===== config.mk =====
export PLATFORM = sky130hd
export DESIGN_NAME = lvd_irq_ctrl
export DESIGN_NICKNAME = d
export VERILOG_FILES = /design/src/rtl/lvd_pkg.sv /design/src/rtl/lvd_sync.sv /design/src/rtl/lvd_regs.sv /design/src/rtl/lvd_wake.sv /design/src/rtl/lvd_irq_ctrl.sv
export SDC_FILE = /design/constraint.sdc
export NUM_CORES = 1
export LEC_CHECK = 0
export BUFFER_PORTS_ARGS = -buffer_cell sky130_fd_sc_hd__buf_2
export CAP_MARGIN = 40
export CORE_ASPECT_RATIO = 0.7
export CORE_UTILIZATION = 41
export DETAILED_ROUTE_END_ITERATION = 8
export GPL_TIMING_DRIVEN = 0
export PLACE_DENSITY = 0.78
export SYNTH_ARGS = -nofsm -noshare
export SYNTH_HDL_FRONTEND = slang
export SYNTH_HIERARCHICAL = 1
export SYNTH_SLANG_ARGS = --single-unit

===== constraint.sdc =====
create_clock -name clk -period 1.9 [get_ports clk]
set_clock_uncertainty 0.15 [all_clocks]
set_input_delay 0.095 -clock clk [delete_from_list [all_inputs] [get_ports clk]]
set_output_delay 0.095 -clock clk [all_outputs]
set_load 0.005 [all_outputs]

===== src/rtl/lvd_pkg.sv =====
package lvd_pkg;
  localparam int unsigned DATA_W       = 16;
  localparam int unsigned THR_W        = 4;
  localparam int unsigned PRIO_W       = 3;
  localparam int unsigned SYNC_STAGES  = 2;
  // control word layout
  localparam int unsigned CTL_THR_LSB  = 8;
  localparam int unsigned CTL_EN_BIT   = 12;
  localparam int unsigned CTL_RDY_BIT  = 13;
  // interrupt word layout
  localparam int unsigned INT_IE_BIT   = 0;
  localparam int unsigned INT_PRI_LSB  = 1;
  localparam int unsigned INT_FLAG_BIT = 4;

  typedef enum logic {
    SEL_CTRL = 1'b0,
    SEL_INTR = 1'b1
  } reg_sel_e;
endpackage


===== src/rtl/lvd_sync.sv =====
module lvd_sync #(
  parameter int unsigned WIDTH  = 2,
  parameter int unsigned STAGES = 2
) (
  input  logic             clk,
  input  logic             rst_n,
  input  logic [WIDTH-1:0] d,
  output logic [WIDTH-1:0] q
);
  logic [STAGES-1:0][WIDTH-1:0] stg_q;
  logic [STAGES-1:0][WIDTH-1:0] stg_d;

  generate
    if (STAGES == 1) begin : g_single
      always_comb stg_d = d;
    end else begin : g_chain
      always_comb stg_d = {stg_q[STAGES-2:0], d};
    end
  endgenerate

  always_ff @(posedge clk or negedge rst_n) begin
    if (!rst_n) stg_q <= '0;
    else        stg_q <= stg_d;
  end

  assign q = stg_q[STAGES-1];
endmodule


===== src/rtl/lvd_regs.sv =====
module lvd_regs
  import lvd_pkg::*;
#(
  parameter int unsigned DW     = DATA_W,
  parameter int unsigned TW     = THR_W,
  parameter int unsigned PW     = PRIO_W,
  parameter int unsigned STAGES = SYNC_STAGES
) (
  input  logic          clk,
  input  logic          rst_n,
  input  logic          wr_en,
  input  logic          wr_sel,
  input  logic [DW-1:0] wr_data,
  input  logic          cmp_s,
  input  logic          rdy_s,
  output logic [TW-1:0] thr_o,
  output logic          ie_o,
  output logic [PW-1:0] prio_o,
  output logic          flag_o,
  output logic [DW-1:0] ctrl_word_o,
  output logic [DW-1:0] intr_word_o
);
  localparam int unsigned BW         = $clog2(STAGES + 1);
  localparam logic [BW-1:0] BLANK_LD = BW'(STAGES);

  logic [TW-1:0] thr_q, thr_d;
  logic          en_q, en_d;
  logic          ie_q, ie_d;
  logic [PW-1:0] prio_q, prio_d;
  logic          flag_q, flag_d;
  logic [BW-1:0] blank_q, blank_d;

  logic ctrl_wr, intr_wr, clr, rdy, det;
  logic unused_wr_bits;

  assign unused_wr_bits = ^{wr_data[DW-1:CTL_RDY_BIT], wr_data[CTL_THR_LSB-1:INT_FLAG_BIT+1]};

  // next-state
  always_comb begin
    ctrl_wr = wr_en && (wr_sel == SEL_CTRL);
    intr_wr = wr_en && (wr_sel == SEL_INTR);
    clr     = intr_wr && !wr_data[INT_FLAG_BIT];
    rdy     = en_q && rdy_s;
    det     = rdy && cmp_s && (blank_q == '0);

    thr_d   = ctrl_wr ? wr_data[CTL_THR_LSB +: TW] : thr_q;
    en_d    = ctrl_wr ? wr_data[CTL_EN_BIT]        : en_q;
    ie_d    = intr_wr ? wr_data[INT_IE_BIT]        : ie_q;
    prio_d  = intr_wr ? wr_data[INT_PRI_LSB +: PW] : prio_q;

    if (ctrl_wr)              blank_d = BLANK_LD;
    else if (blank_q != '0)   blank_d = blank_q - BW'(1);
    else                      blank_d = blank_q;

    // detection takes precedence over a clear
    flag_d = det || (flag_q && !clr);
  end

  // registers
  always_ff @(posedge clk or negedge rst_n) begin
    if (!rst_n) begin
      thr_q   <= '0;
      en_q    <= 1'b0;
      ie_q    <= 1'b0;
      prio_q  <= '0;
      flag_q  <= 1'b0;
      blank_q <= '0;
    end else begin
      thr_q   <= thr_d;
      en_q    <= en_d;
      ie_q    <= ie_d;
      prio_q  <= prio_d;
      flag_q  <= flag_d;
      blank_q <= blank_d;
    end
  end

  always_comb begin
    ctrl_word_o = '0;
    ctrl_word_o[CTL_THR_LSB +: TW] = thr_q;
    ctrl_word_o[CTL_EN_BIT]        = en_q;
    ctrl_word_o[CTL_RDY_BIT]       = rdy;
    intr_word_o = '0;
    intr_word_o[INT_IE_BIT]        = ie_q;
    intr_word_o[INT_PRI_LSB +: PW] = prio_q;
    intr_word_o[INT_FLAG_BIT]      = flag_q;
  end

  assign thr_o  = thr_q;
  assign ie_o   = ie_q;
  assign prio_o = prio_q;
  assign flag_o = flag_q;


  flag_hold_chk: assert property (@(posedge clk) disable iff (!rst_n)
    (flag_q && !clr) |=> flag_q);

  set_wins_chk: assert property (@(posedge clk) disable iff (!rst_n)
    (det && clr) |=> flag_q);

  off_noset_chk: assert property (@(posedge clk) disable iff (!rst_n)
    (!flag_q && (!en_q || !rdy_s)) |=> !flag_q);

  blank_noset_chk: assert property (@(posedge clk) disable iff (!rst_n)
    (!flag_q && blank_q != '0) |=> !flag_q);
endmodule


===== src/rtl/lvd_wake.sv =====
module lvd_wake
  import lvd_pkg::*;
#(
  parameter int unsigned PW = PRIO_W
) (
  input  logic          clk,
  input  logic          rst_n,
  input  logic          flag_i,
  input  logic          ie_i,
  input  logic [PW-1:0] prio_i,
  input  logic [PW-1:0] cpu_prio_i,
  input  logic          low_power_i,
  output logic          irq_o,
  output logic          wake_o,
  output logic          wake_vec_o
);
  logic irq_q, irq_d, wake_q, wake_d, vec_q, vec_d;

  always_comb begin
    irq_d  = flag_i && ie_i;
    wake_d = low_power_i && irq_d;
    vec_d  = wake_d && (prio_i > cpu_prio_i);
  end

  always_ff @(posedge clk or negedge rst_n) begin
    if (!rst_n) begin
      irq_q  <= 1'b0;
      wake_q <= 1'b0;
      vec_q  <= 1'b0;
    end else begin
      irq_q  <= irq_d;
      wake_q <= wake_d;
      vec_q  <= vec_d;
    end
  end

  assign irq_o      = irq_q;
  assign wake_o     = wake_q;
  assign wake_vec_o = vec_q;


  irq_rise_chk: assert property (@(posedge clk) disable iff (!rst_n)
    (flag_i && ie_i) |=> irq_o);

  irq_mask_chk: assert property (@(posedge clk) disable iff (!rst_n)
    !ie_i |=> !irq_o);

  wake_awake_chk: assert property (@(posedge clk) disable iff (!rst_n)
    !low_power_i |=> !wake_o);

  wake_vector_chk: assert property (@(posedge clk) disable iff (!rst_n)
    (low_power_i && flag_i && ie_i && prio_i > cpu_prio_i) |=> (wake_o && wake_vec_o));

  wake_resume_chk: assert property (@(posedge clk) disable iff (!rst_n)
    (low_power_i && flag_i && ie_i && prio_i <= cpu_prio_i) |=> (wake_o && !wake_vec_o));
endmodule


===== src/rtl/lvd_irq_ctrl.sv =====
module lvd_irq_ctrl
  import lvd_pkg::*;
#(
  parameter int unsigned DW     = DATA_W,
  parameter int unsigned TW     = THR_W,
  parameter int unsigned PW     = PRIO_W,
  parameter int unsigned STAGES = SYNC_STAGES
) (
  input  logic          clk,
  input  logic          rst_n,
  input  logic          wr_en,
  input  logic          wr_sel,
  input  logic [DW-1:0] wr_data,
  input  logic          cmp_below,
  input  logic          ref_ready,
  input  logic [PW-1:0] cpu_prio,
  input  logic          low_power,
  output logic [TW-1:0] thr_code,
  output logic [DW-1:0] ctrl_word,
  output logic [DW-1:0] intr_word,
  output logic          irq,
  output logic          wake,
  output logic          wake_vec
);
  logic [1:0]    sync_q;
  logic          ie, flag;
  logic [PW-1:0] prio;

  lvd_sync #(.WIDTH(2), .STAGES(STAGES)) u_sync (
    .clk   (clk),
    .rst_n (rst_n),
    .d     ({ref_ready, cmp_below}),
    .q     (sync_q)
  );

  lvd_regs #(.DW(DW), .TW(TW), .PW(PW), .STAGES(STAGES)) u_regs (
    .clk         (clk),
    .rst_n       (rst_n),
    .wr_en       (wr_en),
    .wr_sel      (wr_sel),
    .wr_data     (wr_data),
    .cmp_s       (sync_q[0]),
    .rdy_s       (sync_q[1]),
    .thr_o       (thr_code),
    .ie_o        (ie),
    .prio_o      (prio),
    .flag_o      (flag),
    .ctrl_word_o (ctrl_word),
    .intr_word_o (intr_word)
  );

  lvd_wake #(.PW(PW)) u_wake (
    .clk         (clk),
    .rst_n       (rst_n),
    .flag_i      (flag),
    .ie_i        (ie),
    .prio_i      (prio),
    .cpu_prio_i  (cpu_prio),
    .low_power_i (low_power),
    .irq_o       (irq),
    .wake_o      (wake),
    .wake_vec_o  (wake_vec)
  );
endmodule


# Yosys cells after proc, flatten, opt, wreduce, memory -nomap -nowiden
# Index checks and enable logic that the tools add are counted.
# classes
n_addsub,1
n_reduce_logical,16
mux,2
magnitude_cmp,1
n_bitwise,1
# op_table
op,count
$logic_and 1x1->1,10
$mux 2,2
$reduce_bool 2->1,2
$gt 3x3->1,1
$logic_not 1->1,2
$logic_not 2->1,1
$sub 2x1->2 const B,1
$logic_or 1x1->1,1
$not 1->1,1
# word_totals
reg_bits,19

# Longest topological paths before layout
# Gate-level depths: netlist of the first run.
# depth
word_depth,5
mapped_depth,5
depth_no_buf,5

# Hierarchy
# Netlist of the first run, hierarchy kept.
# by_module_without_submodules
module,area_per_inst_um2,seq_area_each_um2,cells_per_inst,instances
lvd_regs,762.0,300.3,68,1
lvd_wake,161.4,75.1,16,1
lvd_sync,100.1,100.1,4,1

# Worst setup path after synthesis of the first run
# Ideal clock, no wire load.
# synth_path
kind,register to register
startpoint,register u_regs.prio_q[2] (netlist: u_regs/prio_o[2])
endpoint,register u_wake.vec_q (netlist: u_wake/wake_vec_o)
path_slack_ns,0.495
required_time_ns,1.630
stages_incl_launch_ff,6
period_less_slack_ns,1.405
t_arrival_ns,1.136
path_cell_list,dfrtp_1 -> buf_4 -> ha_1 -> a21oi_1 -> o21ai_1 -> and3_1
# synth_between
elab_chain_cells,2
# synth_lines
element,line,source
"start, declared",lvd_regs.sv:29,"logic [PW-1:0] prio_q, prio_d;"
"start signal, assigned",lvd_regs.sv:72,prio_q <= prio_d;
$gt 3x3->1,lvd_wake.sv:22,vec_d = wake_d && (prio_i > cpu_prio_i);
$logic_and 1x1->1,lvd_wake.sv:22,
net u_wake.vec_d,lvd_wake.sv:17,"logic irq_q, irq_d, wake_q, wake_d, vec_q, vec_d;"
"end signal, assigned",lvd_wake.sv:33,vec_q <= vec_d;
"end, declared",lvd_wake.sv:17,
# The timed path passes the listed nets, and every way through them passes these cells.
# A chain may end at the register's enable or synchronous reset.

# Worst setup path in the final report of the first run
# layout_path
startpoint,input port wr_data[4]
endpoint,register u_regs.flag_q (netlist: u_regs/flag_o)
# layout_between
elab_chain_cells,5
# layout_lines
element,line,source
"start, declared",lvd_irq_ctrl.sv:13,"input logic [DW-1:0] wr_data,"
$logic_not 1->1,lvd_regs.sv:42,clr = intr_wr && !wr_data[INT_FLAG_BIT];
$logic_and 1x1->1,lvd_regs.sv:42,
$logic_not 1->1,lvd_regs.sv:56,flag_d = det || (flag_q && !clr);
$logic_and 1x1->1,lvd_regs.sv:56,
$logic_or 1x1->1,lvd_regs.sv:56,
net u_regs.flag_d,lvd_regs.sv:30,"logic flag_q, flag_d;"
"end signal, assigned",lvd_regs.sv:73,flag_q <= flag_d;
"end, declared",lvd_regs.sv:30,
# The timed path passes the listed nets, and every way through them passes these cells.

==> run metrics, run 1 <==
P per Cell Area=between 700 and 800 nW/um2; crit path capture type=flop; top-area cell type share of the netlist area=46.5%; Tot GR Track Use=~15%; Required @ worst endpoint=between 1500 and 2000 ps; Commonest cells post-synth=32 x buf_4, 19 x dfrtp_1, 5 x inv_1, 5 x mux2_4; setup TNS=0 ps; DR vias=around 740; RSZ-0062 raised after global routing=no; Ports=65; DRC violations left=0; vias in the first global route=661; routability cong.=~0.72; Buffers on Ports=37; final instance area=1500 um2; most common cell in the netlist=buf_4; worst min-delay path category=input port to flop; Arrival @ worst endpoint=1680 ps; Root Driver=clkbuf_4; Post-Synthesis Cells=88; first-pass GRT wire length=2830 um; Worst Setup SP=wr_data[4]; number of nets with antenna violations after routing=0; Final Cycle Share=86.3%; Starting Density=a little under half; post-synth top area cell=dfrtp_1; minimum clock period=approximately 1600 ps; ant diodes=0; # setup viols final=0; worst-skew pair later-pin latency=290 ps; Final #Nets=195; chip width=61.7 um; FF+latch count, synth=19; Placed Area=1320 um2; R2R Path Start=u_regs/prio_o[2]; worst hold endpoint=u_regs/blank_q[0]; DRT Pass-1 Iters=2; Post-Route WL=1960 um; Synth warnings=6; Hold Vio Cnt, Final=0; die footprint=2700 um2; grt ovf=0; R2R setup slack=420 ps; reg-to-reg endpoint=u_wake/wake_vec_o; Rows=14; worst vdd ir=535 uV; max capacitance violation total=0; Synth Area per Inst=11.6 um2; Final Total Pwr=between 1000 and 1500 uW; CTS tree=done; Final Max Slew Viols=0; CTS Buffer Depth=2; CTS resizes=0; sequential area share after synthesis=46.5%; WL/cell=10.0 um; number of fill cells=173; number of flops mapped to enable cells by yosys=0; Cell variety after synth=21; Post-CTS Setup Inserts=0; Worst setup SP type=input port; Via density=3.80; Critical Path Fanout Max=1; cts hold-fix bufs=15; status=finished clean; clock transition at the registers of the reported paths=90 ps; htree depth=1; Primary FF master, synth=dfrtp_1; Synth async-reset ratio=100%; DP HPWL=1430 um; Reg2Reg Depth=5; layout cell share with drive strength beyond 1=50.0%; 1st-iter DRT viols=2; WS Path Type=input port to flop; top cells by area, synth=dfrtp_1 46%, buf_4 23%, mux2_4 7.3%, ha_1 4.9%, mux2_2 4.4%; Syn Std Cell Area=1020 um2; leak pwr=0.000862 uW; Worst Hold Launch=wr_sel; Max Freq=610 MHz; core box area=2240 um2; initial antenna violation count=0; chip height=43.8 um; Area growth syn-to-layout=46.6%; clk sink count=19; hold path depth=4; largest net degree at the start of global routing=20; total CTS buffers=3
[power by group]
group          switching [uW]  internal, uW  leakage (uW)
logic                     155           251      0.000617
registers                43.2           475      0.000230
clock network             110          81.7     0.0000150
total                     308           808      0.000862
[flip-flops by register name, summed over array words and instances, names as in the netlist, 2 cells and up]
name / flops
u_regs/blank_q: 2
u_regs/prio_o: 3
u_regs/thr_o: 4
u_sync/q: 2
u_sync/stg_d: 2
[layer usage]
metal  routed length (um)  vias to the layer above  track usage, %
met4                   13                        0            4.89
met1                  772                      333            15.8
met2                 1060                       29            28.2
li1                     -                      380               -
met3                  114                        2            6.27
met5                    0                        -               0
[how the worst max path moves through the flow]
stage,endpoint,slack (ps),cells past startpoint
4_1_cts,u_regs/flag_o,310,5
3_5_place_dp,u_wake/wake_vec_o,450,5
2_1_floorplan,u_wake/wake_vec_o,490,5
6_report,u_regs/flag_o,260,5
5_1_grt,u_regs/flag_o,250,5
3_3_place_gp,u_wake/wake_vec_o,470,5
[placed cells by master, fill, tap and decap left out, types with 2 or more instances in the layout]
cell type      count
ha_1               4
conb_1            21
dfrtp_1           19
buf_2             37
inv_1              5
buf_4             32
dlygate4sd3_1     15
and2_1             2
and3_1             2
clkbuf_4           3
mux2_2             4
mux2_4             5
nand2b_1           2
nand2_1            2
[area by class of cell]
type / instances / area [um2] / share of cell area, %
Clock buffer: 4 / 26.3 / 1.75
Buffer: 33 / 251 / 16.8
Timing Repair Buffer: 52 / 335 / 22.4
Sequential cell: 19 / 475 / 31.7
Inverter: 5 / 18.8 / 1.25
Tap cell: 32 / 40.0 / 2.67
Multi-Input combinational cell: 51 / 353 / 23.5
[per-stage QoR]
| step | worst slack, ps | utilization (%) | instances | hold WS (ps) |
|---|---|---|---|---|
| 4_1_cts | 313 | 66.9 | 196 | 81.7 |
| 3_5_place_dp | 445 | 59.0 | 177 | -108 |
| 6_report | 260 | 66.9 | 196 | 85.9 |
| 2_1_floorplan | 495 | - | 108 | -351 |
| 3_3_place_gp | 474 | 59.0 | 177 | -107 |
| 5_1_grt | 247 | 66.9 | 196 | 103 |
[critical path, cell delays in order]
cell and delay [ps]:
dlygate4sd3_1 550, buf_2 120, nand3b_1 150, dlygate4sd3_1 560, a32o_1 200
[cell families (layout without fill, tap and decap cells)]
| kind of cell | after synthesis | count (layout) | share of synthesized area (%) |
|---|---|---|---|
| multiplexers | 9 | 9 | 11.7 |
| flip-flops | 19 | 19 | 46.5 |
| XOR/XNOR | 1 | 1 | 0.856 |
| adder cells (fa/ha/maj) | 4 | 4 | 4.89 |
| buffers and inverters | 38 | 94 | 26.4 |
| AO/OA/AOI/OAI | 4 | 4 | 2.69 |
| other | 1 | 21 | 0.366 |
| AND/OR/NAND/NOR | 12 | 12 | 6.60 |
No activity file was read; power rests on OpenSTA's default activity.
==> run 2: changes to the inputs <==
BUFFER_PORTS_ARGS = -buffer_cell sky130_fd_sc_hd__buf_4   (was -buffer_cell sky130_fd_sc_hd__buf_2)
clock period = 1.6 ns   (was 1.9 ns; I/O delays follow)
==> run metrics, run 2 (synthesized netlist as in run 1, its figures left out) <==
status=finished clean; number of nets with antenna violations after routing=0; clk sink count=19; Root Driver=clkbuf_4; Clk pwr share=16.5%; RSZ-0062 raised after global routing=no; Arrival @ worst endpoint=1540 ps; core box area=roughly 2200 um2; DRT Pass-1 Iters=4; largest net degree at the start of global routing=20; crit path capture type=flop; Buffers on Ports=37; DR vias=767; grt ovf=0; first-pass GRT wire length=~3000 um; Critical Path Fanout Max=3; Switching Fraction=between 20 and 30%; Required @ worst endpoint=1630 ps; chip width=61.7 um; setup TNS=0 ps; Worst path slowest cell=dfrtp_1; final setup margin=about 94 ps; initial antenna violation count=0; crit-path cells=buf_4, ha_1, a21oi_1, o21ai_1, and3_1; WS Path Type=flop to flop; critical path's top delay family=flip-flops; worst vdd ir=approximately 680 uV; Final #Nets=196; worst min-delay path category=input port to asynchronous set/reset pin; max capacitance violation total=0; Setup WS pre-CTS=130 ps; CTS resizes=0; worst-skew pair later-pin latency=just under 300 ps; leak pwr=0.000896 uW; CTS tree=done; CTS Buffer Depth=2; DRC violations left=0; die footprint=2700 um2; Psw=370 uW; Buf+Inv Stages, Crit Path=1; ant diodes=0; Pint=1010 uW; Starting Density=45.6%; # setup viols final=0; Rows=14; Worst setup SP type=flop; critical path's largest stage delay=between 400 and 500 ps; htree depth=1; Hold Vio Cnt, Final=0; Area growth syn-to-layout=56.6%; vias in the first global route=about 700; Hold Slack=64.0 ps; WL/cell=10.5 um; total CTS buffers=3; most common cell after layout, fill and taps aside=buf_4; DP HPWL=1390 um; Final Cycle Share=94.1%; Largest register FFs=4; DP Cell Count=177; commonest non-fill, non-tap cells in the layout=69 x buf_4, 21 x conb_1, 19 x dfrtp_1; Tot GR Track Use=16.1%; Via density=3.89; P per Cell Area=860 nW/um2; Ports=65; Max Freq=664 MHz; 1st-iter DRT viols=6; routability cong.=0.789; combinational power share=38.3%; Post-Route WL=2070 um; Final Max Slew Viols=0; chip height=43.8 um; Seq pwr share=45.1%; minimum clock period=approximately 1500 ps; fin cells=approximately 200; clock transition at the registers of the reported paths=100 ps; layout cell share with drive strength beyond 1=between 40% and 50%
run 2: worst register-to-register path, stage by stage (launching register included):
cell     delay (ps)
dfrtp_1         410
buf_4           150
ha_1            320
a21oi_1         150
o21ai_1          80
and3_1          160
run 2: layer usage:
metal  wire length, um  vias to the layer above  global-route usage (%)
li1                  -                      386                       -
met1               822                      342                    16.2
met2              1100                       35                    30.3
met3               136                        4                    6.87
met4                17                        0                    3.56
met5                 0                        -                       0
run 2: power by group through the flow:
stage | sequential, uW | clock, uW | combinational (uW)
CTS | 623 | 239 | 520
global route | 633 | 264 | 579
global placement | 625 | 0 | 474
floorplan | 620 | 0 | 302
finish | 623 | 228 | 528
detailed placement | 631 | 0 | 489
run 2: path summary, 6_finish.rpt:
check	start	end	slack, ps	depth (start not counted)
worst max register to register	u_regs/prio_o[2]	u_wake/wake_vec_o	90	5
worst max-delay path	u_regs/prio_o[2]	u_wake/wake_vec_o	90	5
worst min-delay path	rst_n	u_sync/stg_d[3]	60	2
max in group asynchronous	rst_n	u_regs/thr_o[2]	1040	2
min in group clk	cpu_prio[0]	u_wake/wake_vec_o	90	4
worst min register to register	u_sync/stg_d[3]	u_sync/q[1]	210	0
run 2: metrics by stage:
| step | area, um2 | power, uW | util, % |
|---|---|---|---|
| 6_report | 1600 | 1380 | 71.5 |
| 4_1_cts | 1600 | 1380 | 71.5 |
| 3_5_place_dp | 1420 | 1120 | 63.2 |
| 5_1_grt | 1600 | 1480 | 71.5 |
| 3_3_place_gp | 1420 | 1100 | 63.2 |
| 2_1_floorplan | 1100 | 923 | - |
run 2: what timing repair did:
action | in CTS | in global routing
hold buffers | 16 | 0
buffers inserted | 0 | 0
hold endpoints to repair | 32 | 0
run 2: area by class of cell:
| type | instances | area, um2 |
|---|---|---|
| buffer | 33 | 251 |
| clock buffer | 4 | 26.3 |
| fill | 158 | 639 |
| inverter | 5 | 18.8 |
| multi-input combinational | 51 | 353 |
| sequential | 19 | 475 |
| tap | 32 | 40.0 |
| timing repair buffer | 53 | 438 |
==> run 3: changes to the inputs <==
clock period = 1.4 ns   (was 1.6 ns; I/O delays follow)
==> run metrics, run 3 (synthesized netlist as in run 1, its figures left out) <==
status=finished clean; Root Driver=clkbuf_4; worst-skew pair later-pin latency=approximately 300 ps; Via density=3.97; total CTS buffers=3; most common cell after layout, fill and taps aside=buf_4; Largest register FFs=4; Post-Route WL=approximately 2400 um; Reg2Reg Depth=4; worst vdd ir=630 uV; commonest non-fill, non-tap cells in the layout=69 x buf_4, 21 x conb_1, 19 x dfrtp_1; chip height=43.8 um; Arrival @ worst endpoint=1170 ps; DRT Pass-1 Iters=4; Buffers on Ports=37; Required @ worst endpoint=1180 ps; Starting Density=roughly 46%; GR Util met1=approximately 18%; Critical Path Fanout Max=2; routability cong.=~0.74; worst min-delay path category=input port to asynchronous set/reset pin; routing usage on met2=31.4%; Ports=65; fin cells=between 150 and 200; DP HPWL=1570 um; Worst setup SP type=flop; htree depth=1; first-pass GRT wire length=3280 um; chip width=61.7 um; Setup WS pre-CTS=20.0 ps; core box area=2240 um2; Worst Setup SP=u_regs/en_q; reg-to-reg endpoint=u_wake/wake_vec_o; max capacitance violation total=0; DRC violations left=0; Rows=14; # setup viols final=0; largest net degree at the start of global routing=20; clk sink count=19; Area growth syn-to-layout=60.1%; CTS Buffer Depth=2; R2R Path Start=u_regs/prio_o[1]; WS Path Type=flop to output port; number of nets with antenna violations after routing=0; Final Max Slew Viols=0; layout cell share with drive strength beyond 1=53.3%; setup TNS=0 ps; grt ovf=0; Final Cycle Share=just under 100%; Hold Vio Cnt, Final=0; Tot GR Track Use=17.6%; initial antenna violation count=0; Max Freq=721 MHz; CTS tree=done; post-layout util=about three quarters; Final Total Pwr=roughly 1600 uW; DP Cell Count=approximately 180; R2R setup slack=80 ps; clock transition at the registers of the reported paths=about 100 ps; met3 Track Usage GR=7.76%; DR vias=approximately 780; Final #Nets=196; ant diodes=0; final setup margin=12.8 ps; P per Cell Area=998 nW/um2; leak pwr=0.000901 uW; gr busiest metal=met2; 1st-iter DRT viols=3; WL/cell=12.0 um; die footprint=2700 um2; minimum clock period=1390 ps; vias in the first global route=707; crit path capture type=output port
run 3: report_power, final:
part	switching, uW	internal [uW]
logic	228	417
registers	70.4	645
clock network	168	107
run 3: area by class of cell:
cell class / instances / area, um2
clock buffers: 3 / 22.5
well taps: 32 / 40.0
multi-input cells: 51 / 388
clock inverters: 1 / 5.00
inverters: 5 / 18.8
flip-flops and latches: 19 / 475
repair buffers: 55 / 453
plain buffers: 31 / 236
fillers: 151 / 603
run 3: routing by layer:
metal / part of all wire, % / vias up
met2: 55 / 24
met4: 1.1 / 0
met5: 0 / -
met3: 4.7 / 4
li1: - / 382
met1: 39 / 372
run 3: worst max-delay path by stage:
stage | endpoint | slack [ps] | depth (start not counted)
after global routing | ctrl_word[13] | -40 | 3
after CTS | u_wake/wake_vec_o | 10 | 5
after detailed placement | u_wake/wake_vec_o | 20 | 5
final | ctrl_word[13] | 10 | 3
after global placement | u_wake/wake_vec_o | 30 | 5
after floorplan | u_wake/wake_vec_o | 70 | 5
run 3: critical path, stage by stage (launching register included):
cell	delay [ps]
dfrtp_1	420
and2_1	190
buf_4	130
buf_4	120
run 3: stage by stage:
step | hold WS [ps] | cell area [um2]
floorplan | -376 | 1110
global placement | -200 | 1430
detailed placement | -194 | 1430
CTS | 25.5 | 1620
global route | 13.7 | 1640
finish | 5.57 | 1640
run 3: timing repair:
item,in CTS,in global routing
resized for setup,0,4
buffers inserted,1,1
gates cloned,0,0
hold buffers,16,0
hold endpoints to repair,32,0
pin swaps,0,4
setup endpoints to repair,1,2
